File: src/rtl/nibreg_pkg.sv
// Package: shared constants and decoded-command type for the nibble-serial
// register command decoder. Assumes two nibbles per address and data byte.
package nibreg_pkg;

    // Number of nibbles that make up one address or data byte.
    localparam int NIBS = 2;

    // Opcode values carried in the upper nibble of a command byte.
    localparam logic [3:0] OPC_ADDR_LO = 4'h0;
    localparam logic [3:0] OPC_ADDR_HI = 4'h1;
    localparam logic [3:0] OPC_DATA_LO = 4'h2;
    localparam logic [3:0] OPC_WRITE   = 4'h3;
    localparam logic [3:0] OPC_READ    = 4'h4;

    // Address stepping mode, bit order matches the read operand.
    typedef struct packed {
        logic down;  // 1 = step down, 0 = step up
        logic en;    // 1 = step after access
    } step_mode_t;

    // One-hot decode of an accepted command byte.
    typedef struct packed {
        logic [NIBS-1:0] ld_addr;  // load address nibble i
        logic            ld_dlo;   // latch low data nibble
        logic            commit;   // commit write
        logic            start_rd; // launch read
    } cmd_flags_t;

endpackage

File: src/rtl/nibreg_cmd_split.sv
// Splits a command byte into opcode and operand and decodes the opcode into
// one-hot action flags, gated by the accept qualifier. Unlisted opcodes
// yield no flag at all. Purely combinational.
module nibreg_cmd_split
    import nibreg_pkg::*;
#(
    parameter int NIB_W = 4
) (
    input  logic [2*NIB_W-1:0] cmd_byte,
    input  logic               accept,
    output cmd_flags_t         flags,
    output logic [NIB_W-1:0]   arg
);
    localparam int BYTE_W = 2 * NIB_W;

    logic [NIB_W-1:0] opc;

    // Separate the two halves of the byte.
    always_comb begin
        opc = cmd_byte[BYTE_W-1:NIB_W];
        arg = cmd_byte[NIB_W-1:0];
    end

    // Decode the opcode into action flags when the byte is accepted.
    always_comb begin
        flags = '0;
        if (accept) begin
            for (int i = 0; i < NIBS; i++) begin
                flags.ld_addr[i] = (opc == NIB_W'(OPC_ADDR_LO + i));
            end
            flags.ld_dlo   = (opc == NIB_W'(OPC_DATA_LO));
            flags.commit   = (opc == NIB_W'(OPC_WRITE));
            flags.start_rd = (opc == NIB_W'(OPC_READ));
        end
    end

endmodule

File: src/rtl/nibreg_addr_unit.sv
// Holds the current register address as nibble registers and the sticky
// stepping mode. A read sets the mode from its operand and steps with it;
// a committed write steps with the stored mode. Stepping wraps modulo the
// address range. Assumes at most one flag is set per cycle.
module nibreg_addr_unit
    import nibreg_pkg::*;
#(
    parameter int NIB_W = 4
) (
    input  logic                   clk,
    input  logic                   rst_n,
    input  cmd_flags_t             flags,
    input  logic [NIB_W-1:0]       arg,
    output logic [NIBS*NIB_W-1:0]  cur_addr
);
    localparam int ADDR_W = NIBS * NIB_W;
    localparam logic [ADDR_W-1:0] ONE = ADDR_W'(1);

    step_mode_t        mode_q;
    step_mode_t        use_mode;
    logic [ADDR_W-1:0] stepped;
    logic [NIB_W-1:0]  nib_q [NIBS];

    // Pick the stepping mode that applies to the access of this cycle.
    always_comb begin
        use_mode = flags.start_rd ? step_mode_t'(arg[1:0]) : mode_q;
    end

    // Compute the address after an optional step up or down.
    always_comb begin
        stepped = cur_addr;
        if ((flags.start_rd || flags.commit) && use_mode.en) begin
            stepped = use_mode.down ? cur_addr - ONE : cur_addr + ONE;
        end
    end

    // Record the stepping mode carried by every read command.
    always_ff @(posedge clk) begin
        if (!rst_n) begin
            mode_q <= '0;
        end else if (flags.start_rd) begin
            mode_q <= step_mode_t'(arg[1:0]);
        end
    end

    // One register per address nibble: direct load or stepped value.
    for (genvar g = 0; g < NIBS; g++) begin : g_nib
        always_ff @(posedge clk) begin
            if (!rst_n) begin
                nib_q[g] <= '0;
            end else if (flags.ld_addr[g]) begin
                nib_q[g] <= arg;
            end else begin
                nib_q[g] <= stepped[g*NIB_W +: NIB_W];
            end
        end
        assign cur_addr[g*NIB_W +: NIB_W] = nib_q[g];
    end

endmodule

File: src/rtl/nibreg_access_unit.sv
// Keeps the pending low data nibble and launches register accesses: a
// registered one-cycle write strobe with address and assembled byte, and a
// registered one-cycle read strobe with address. Addresses are taken
// before the address unit steps. Assumes two nibbles per data byte.
module nibreg_access_unit
    import nibreg_pkg::*;
#(
    parameter int NIB_W = 4
) (
    input  logic                   clk,
    input  logic                   rst_n,
    input  cmd_flags_t             flags,
    input  logic [NIB_W-1:0]       arg,
    input  logic [NIBS*NIB_W-1:0]  cur_addr,
    output logic                   wr_stb,
    output logic [NIBS*NIB_W-1:0]  wr_addr,
    output logic [NIBS*NIB_W-1:0]  wr_data,
    output logic                   rd_stb,
    output logic [NIBS*NIB_W-1:0]  rd_addr
);
    logic [NIB_W-1:0] dlo_q;

    // Latch the low data nibble; it survives commits.
    always_ff @(posedge clk) begin
        if (!rst_n) begin
            dlo_q <= '0;
        end else if (flags.ld_dlo) begin
            dlo_q <= arg;
        end
    end

    // Issue the write strobe, address and byte for a committed write.
    always_ff @(posedge clk) begin
        if (!rst_n) begin
            wr_stb  <= 1'b0;
            wr_addr <= '0;
            wr_data <= '0;
        end else begin
            wr_stb <= flags.commit;
            if (flags.commit) begin
                wr_addr <= cur_addr;
                wr_data <= {arg, dlo_q};
            end
        end
    end

    // Issue the read strobe and address for a read command.
    always_ff @(posedge clk) begin
        if (!rst_n) begin
            rd_stb  <= 1'b0;
            rd_addr <= '0;
        end else begin
            rd_stb <= flags.start_rd;
            if (flags.start_rd) begin
                rd_addr <= cur_addr;
            end
        end
    end

endmodule

File: src/rtl/nibreg_rsp_slot.sv
// One-entry output register for read bytes with a valid/ready handshake.
// Captures the register value at the end of a read strobe cycle and holds
// it until taken. Assumes the caller never strobes while the slot is full
// and not being emptied.
module nibreg_rsp_slot #(
    parameter int DATA_W = 8
) (
    input  logic              clk,
    input  logic              rst_n,
    input  logic              rd_stb,
    input  logic [DATA_W-1:0] rd_rdata,
    input  logic              rsp_ready,
    output logic              rsp_valid,
    output logic [DATA_W-1:0] rsp_data
);
    // Fill on a read strobe, empty when the host takes the byte.
    always_ff @(posedge clk) begin
        if (!rst_n) begin
            rsp_valid <= 1'b0;
            rsp_data  <= '0;
        end else if (rd_stb) begin
            rsp_valid <= 1'b1;
            rsp_data  <= rd_rdata;
        end else if (rsp_ready) begin
            rsp_valid <= 1'b0;
        end
    end

endmodule

File: src/rtl/nibreg_cmd_decoder.sv
// Top of the nibble-serial register command decoder. Accepts command bytes
// with a valid/ready handshake, decodes them, maintains address and data
// state, issues register strobes and returns read bytes. Input stalls while
// a read is in flight or a read byte is waiting, so no byte is dropped.
module nibreg_cmd_decoder
    import nibreg_pkg::*;
#(
    parameter int NIB_W = 4
) (
    input  logic                  clk,
    input  logic                  rst_n,
    input  logic                  cmd_valid,
    output logic                  cmd_ready,
    input  logic [2*NIB_W-1:0]    cmd_byte,
    output logic                  wr_stb,
    output logic [NIBS*NIB_W-1:0] wr_addr,
    output logic [NIBS*NIB_W-1:0] wr_data,
    output logic                  rd_stb,
    output logic [NIBS*NIB_W-1:0] rd_addr,
    input  logic [NIBS*NIB_W-1:0] rd_rdata,
    output logic                  rsp_valid,
    input  logic                  rsp_ready,
    output logic [NIBS*NIB_W-1:0] rsp_data
);
    localparam int ADDR_W = NIBS * NIB_W;

    logic              accept;
    cmd_flags_t        flags;
    logic [NIB_W-1:0]  arg;
    logic [ADDR_W-1:0] cur_addr;

    // Flow control: hold off while a read is launching or a byte waits.
    always_comb begin
        cmd_ready = !rd_stb && (!rsp_valid || rsp_ready);
        accept    = cmd_valid && cmd_ready;
    end

    nibreg_cmd_split #(.NIB_W(NIB_W)) split_i (
        .cmd_byte (cmd_byte),
        .accept   (accept),
        .flags    (flags),
        .arg      (arg)
    );

    nibreg_addr_unit #(.NIB_W(NIB_W)) addr_i (
        .clk      (clk),
        .rst_n    (rst_n),
        .flags    (flags),
        .arg      (arg),
        .cur_addr (cur_addr)
    );

    nibreg_access_unit #(.NIB_W(NIB_W)) acc_i (
        .clk      (clk),
        .rst_n    (rst_n),
        .flags    (flags),
        .arg      (arg),
        .cur_addr (cur_addr),
        .wr_stb   (wr_stb),
        .wr_addr  (wr_addr),
        .wr_data  (wr_data),
        .rd_stb   (rd_stb),
        .rd_addr  (rd_addr)
    );

    nibreg_rsp_slot #(.DATA_W(ADDR_W)) rsp_i (
        .clk       (clk),
        .rst_n     (rst_n),
        .rd_stb    (rd_stb),
        .rd_rdata  (rd_rdata),
        .rsp_ready (rsp_ready),
        .rsp_valid (rsp_valid),
        .rsp_data  (rsp_data)
    );

endmodule

File: config.mk
export PLATFORM = sky130hd
export DESIGN_NAME = nibreg_cmd_decoder
export DESIGN_NICKNAME = d
export VERILOG_FILES = /design/src/rtl/nibreg_pkg.sv /design/src/rtl/nibreg_cmd_split.sv /design/src/rtl/nibreg_addr_unit.sv /design/src/rtl/nibreg_access_unit.sv /design/src/rtl/nibreg_rsp_slot.sv /design/src/rtl/nibreg_cmd_decoder.sv
export SDC_FILE = /design/constraint.sdc
export NUM_CORES = 1
export LEC_CHECK = 0
export ABC_CLOCK_PERIOD_IN_PS = 3200
export CORE_MARGIN = 2
export CORE_UTILIZATION = 49
export CTS_CLUSTER_DIAMETER = 200
export DETAILED_ROUTE_END_ITERATION = 16
export PLACE_DENSITY = 0.82
export SLEW_MARGIN = 40
export SYNTH_ARGS = -nofsm -noshare
export SYNTH_HDL_FRONTEND = slang
export SYNTH_SLANG_ARGS = --single-unit
File: constraint.sdc
create_clock -name clk -period 3.2 [get_ports clk]
set_input_delay 0.48 -clock clk [delete_from_list [all_inputs] [get_ports clk]]
set_output_delay 0.48 -clock clk [all_outputs]
set_load 0.01 [all_outputs]
== Yosys cells after proc, flatten, opt, wreduce, memory -nomap -nowiden ==
Memories as Yosys holds them, arrays and structs flattened.
Cells that the tools add are included.
Widths: inputs -> output; s select.

* Flip-flop bits (word level): 41
* RAM bits: 8
* Memories: 1
* Output and inout bits: 36
* Word-level logic and storage cells: 53

{| class="wikitable"
|+ Memory list
! name !! depth !! width !! read ports !! clocked after Yosys merged registers in !! write ports !! RTL line !! RTL
|-
| addr_i.nib_q || 2 || 4 || 2 || 0 || 2 || nibreg_addr_unit.sv:22 || <nowiki>logic [NIB_W-1:0] nib_q [NIBS];</nowiki>
|}

* Reduce and logical (&&, ||, !) cells: 9
* Add/subtract/negate cells: 2
* Mux-type cells: 23
* Equality and inequality tests: 4
* Bitwise gates (word level): 4

{| class="wikitable"
|+ Operator list
! operator !! number
|-
| $mux 4 || 4
|-
| $mux 8 || 2
|-
| $mux 1 || 15
|-
| $add 8x1->8 const B || 1
|-
| $eq 4x2->1 const B || 2
|-
| $sub 8x1->8 const B || 1
|-
| $mux 5 || 1
|-
| $eq 4x1->1 const B || 1
|-
| $eq 4x3->1 const B || 1
|-
| $logic_not 4->1 || 1
|-
| $or 1x1->1 || 4
|-
| $logic_and 1x1->1 || 3
|-
| $logic_not 1->1 || 2
|-
| $logic_or 1x1->1 || 2
|-
| $mux 2 || 1
|-
| $reduce_bool 2->1 || 1
|}

== Logic depth before layout (Yosys ltp) ==
* Depth in word-level cells: 10
* Depth in mapped cells: 11

== By module ==
From an unflattened synthesis, not the netlist that was laid out.

* Cells, all modules: 218
* Area total of the unflattened synthesis: 2363.5 µm²

{| class="wikitable"
|+ Modules (own cells, without submodules)
! module !! area an instance (µm²) !! cells each !! times used !! seq. area each (µm²)
|-
| nibreg_access_unit || 1124.8 || 95 || 1 || 600.6
|-
| nibreg_addr_unit || 778.2 || 82 || 1 || 280.3
|-
| nibreg_rsp_slot || 335.3 || 28 || 1 || 180.2
|-
| nibreg_cmd_split || 95.1 || 10 || 1 || 0.0
|-
| nibreg_cmd_decoder || 30.0 || 3 || 1 || 0.0
|}

== Worst setup path after synthesis ==
OpenSTA, ideal clock, no wires.

* Path type: input-to-reg
* From: input port cmd_byte[4]
* To: memory addr_i.nib_q[1][1], data pin
* Path buffers: 0
* Setup slack: 0.341 ns
* Required time: 2.922 ns
* Data arrival time: 2.580 ns
* Setup time: 0.278 ns
* Stages: 10
* Path through: nor4b_1 nand3_1 mux2i_1 inv_1 ha_1 a21oi_1 a21boi_0 o21ai_0 mux2i_1 o311ai_0

{| class="wikitable"
|+ RTL lines
! what !! RTL line !! RTL
|-
| from (decl) || nibreg_cmd_decoder.sv:14 || <nowiki>input logic [2*NIB_W-1:0] cmd_byte,</nowiki>
|-
| to (decl) || nibreg_addr_unit.sv:22 ||
|}

==> flow_metrics.tcl <==
set metrics [dict create \
    postRouteWirelength_mm 5.27 \
    finalSetupViolCount 0 \
    routed-via-count 1916 \
    power.ir.vdd_worst_uv 206 \
    synth-seq-cells 49 \
    clock_tree.root_cell "sky130_fd_sc_hd__clkbuf_8" \
    post-route-min-period_ns 2.88 \
    initial_utilization 0.511 \
    overflow 0 \
    drtAntennaViolNets 0 \
    fin_util 0.678 \
    power_density_mw_per_mm2 393 \
    route.detailed.wl_per_inst_um 14.7 \
    port_buffers 55 \
    drt_first_pass_iters 4 \
    setup_repair_after_global_routing_missed_its_margin "no" \
    die_ar_sq_mm 0.00510 \
    post_route_cells_drive_above_1_share 0.0684 \
    finalHoldViolCount 0 \
    crit_path_end_kind "flip-flop" \
    finalClockSkew_ns 0.00774 \
    synth.cell_area_sq_mm 0.00223 \
    synth_seq_area_share 0.476 \
    timing.critical_path.from_type "input pin" \
    antenna_cells_inserted 0 \
    syn2layout_area_growth_pct 32.6 \
    clock_sink_count 49 \
    async_reset_ff_frac 0 \
    drv_cap 0 \
    area_fraction_of_the_dominant_cell_type_after_synthesis 0.369 \
    least_margin_pin_slew_ns 0.705 \
    critPathArrivalTime_ns 2.91 \
    clk_path_buf_depth 2 \
    relSlewSlack 0.528 \
    critPathRequiredTime_ns 3.23 \
    synth.largest_area_cell "sky130_fd_sc_hd__dfxtp_1" \
    cts_htree_levels 2 \
    synth-edff-count 8 \
    fp-row-count 24 \
    path_max_fanout 5 \
    first_global_vias 1819 \
    cts.reportedPaths.clkPinSlew_ns 0.09 \
    grt_antenna_before_repair 0 \
    timing_max_transition_violations_final 0 \
    synth.yosys.warnings 0 \
    ys_dominant_reg_cell "sky130_fd_sc_hd__dfxtp_1" \
    gp_congestion 0.899 \
    timing.final.ws_setup_ns 0.318 \
    vert_die_dim_um 71.4 \
    grt_first_pass_wirelength_mm 8.38 \
    syn_nets 274 \
    grt_start_max_net_pins 19 \
    tritoncts "built" \
    grt_use_total 0.209 \
    syn_area_per_cell_sq_um 9.05 \
    nets 334 \
    synthesis.instances 246 \
    clock_insertion_delay_worst_skew_ns 0.30 \
    top_level_ports 56 \
    tritoncts.num_buffers 5 \
    core_region_area_sq_mm 0.00435 \
    run_status "complete, no violations" \
    initial_drc_count 97 \
    worst_hold_path_class "reg2reg" \
    pre_cts_slack_ns -0.0170 \
    drc_violation_count_after_routing 0 \
    dp_hpwl_mm 3.88 \
    total_leakage_power_nw 1.18 \
    path_class "in2reg" \
    timing.final.crit_share 0.901 \
    achievable-frequency_mhz 347 \
    via_per_inst 5.34 \
    netlist_top_cells_area "sky130_fd_sc_hd__dfxtp_1, sky130_fd_sc_hd__edfxtp_1, sky130_fd_sc_hd__mux2i_1" \
    synthDistinctLibCells 36 \
    die_w_um 71.4 \
]
## placed cells by master, fill, tap and decap left out, drive strengths merged, types with 2 or more instances in the layout
| master | count |
|---|---|
| o211ai | 5 |
| mux2i | 22 |
| a21boi | 2 |
| buf | 12 |
| nor3 | 6 |
| clkdlybuf4s50 | 55 |
| nand3 | 7 |
| a31oi | 2 |
| nand2b | 5 |
| o21a | 4 |
| ha | 7 |
| dfxtp | 41 |
| nor2b | 4 |
| a21oi | 22 |
| nor4b | 2 |
| and3 | 2 |
| nor2 | 36 |
| inv | 5 |
| clkbuf | 8 |
| nand2 | 38 |
| o21ai | 2 |
| a211oi | 2 |
| edfxtp | 8 |
## cell families (layout without fill, tap and decap cells)
kind of cell	Yosys count	after routing	share of synthesized area
AND/OR/NAND/NOR	106	106	0.217
flip-flops	49	49	0.476
AO/OA/AOI/OAI	40	40	0.112
multiplexers	22	22	0.0989
buffers and inverters	19	80	0.0399
adder cells (fa/ha/maj)	8	8	0.0483
XOR/XNOR	2	2	0.00787
## final cells by class
cell class                      instances  area [sq um]
Fill cell                             346          1400
Multi-Input combinational cell        178          1080
Sequential cell                        49          1060
Timing Repair Buffer                   67           641
Clock buffer                            8          90.1
Tap cell                               52          65.1
Inverter                                5          18.8
## where the power goes
part	internal [mW]	switching, mW	leakage (nW)	total, mW
clock network	0.176	0.192	0.0455	0.368
logic	0.0693	0.0683	0.725	0.138
registers	0.643	0.0134	0.413	0.656
## registers in the layout (all words and copies together) (netlist names)
signal / flops
acc_i.dlo_q: 4
acc_i.rd_addr: 8
acc_i.rd_stb: 1
acc_i.wr_addr: 8
acc_i.wr_data: 8
acc_i.wr_stb: 1
addr_i.mode_q: 2
addr_i.nib_q: 8
rsp_i.rsp_data: 8
rsp_i.rsp_valid: 1
## Yosys cell counts (3+ instances only)
cell                        n
sky130_fd_sc_hd__dfxtp_1   41
sky130_fd_sc_hd__nand2_1   38
sky130_fd_sc_hd__nor2_1    36
sky130_fd_sc_hd__a21oi_1   22
sky130_fd_sc_hd__mux2i_1   22
sky130_fd_sc_hd__edfxtp_1   8
sky130_fd_sc_hd__ha_1       7
sky130_fd_sc_hd__nand3_1    7
sky130_fd_sc_hd__clkbuf_1   6
sky130_fd_sc_hd__nor3_1     6
sky130_fd_sc_hd__buf_2      5
sky130_fd_sc_hd__inv_1      5
sky130_fd_sc_hd__nand2b_1   5
sky130_fd_sc_hd__o211ai_1   5
sky130_fd_sc_hd__o21a_1     4
sky130_fd_sc_hd__nor2b_1    3
## layer usage
metal,share of wire,track usage
met1,0.44,0.269
met2,0.49,0.357
met3,0.048,0.0281
met4,0.019,0.0839
met5,0,0
## worst max-delay path, cell delays in order
cell and delay, ns:
sky130_fd_sc_hd__clkdlybuf4s50_1 0.42, sky130_fd_sc_hd__nor4b_1 0.34, sky130_fd_sc_hd__nand3_1 0.17, sky130_fd_sc_hd__mux2i_1 0.21
sky130_fd_sc_hd__inv_1 0.14, sky130_fd_sc_hd__ha_1 0.35, sky130_fd_sc_hd__a21oi_1 0.18, sky130_fd_sc_hd__a21boi_0 0.10
sky130_fd_sc_hd__o21ai_0 0.20, sky130_fd_sc_hd__mux2i_1 0.19, sky130_fd_sc_hd__o311ai_0 0.12
## worst paths after layout
check,start,endpoint,slack [ns],cells past startpoint
max,cmd_byte[4],addr_i.nib_q[1][1],0.32,11
min,acc_i.wr_addr[3],acc_i.wr_addr[3],0.46,2
min reg2reg,acc_i.wr_addr[3],acc_i.wr_addr[3],0.46,2
max reg2reg,rsp_i.rsp_valid,addr_i.nib_q[1][1],0.85,10
## stage by stage
stage | hold WS (ns) | power, mW | cell area (sq um) | TNS [ns] | instances
5_1_grt | 0.478 | 1.20 | 2950 | 0 | 359
3_5_place_dp | 0.446 | 0.807 | 2860 | -0.0170 | 351
2_1_floorplan | 0.432 | 0.743 | 2230 | 0 | 246
4_1_cts | 0.458 | 1.16 | 2950 | 0 | 359
6_report | 0.456 | 1.16 | 2950 | 0 | 359
3_3_place_gp | 0.441 | 0.802 | 2860 | 0 | 351
## repair_timing
action,4_1_cts,5_1_grt
setup buffers,0,0
setup endpoints to repair,0,1
gates resized for setup,0,1
hold buffers,0,0
Power figures use the tool's default switching activity.
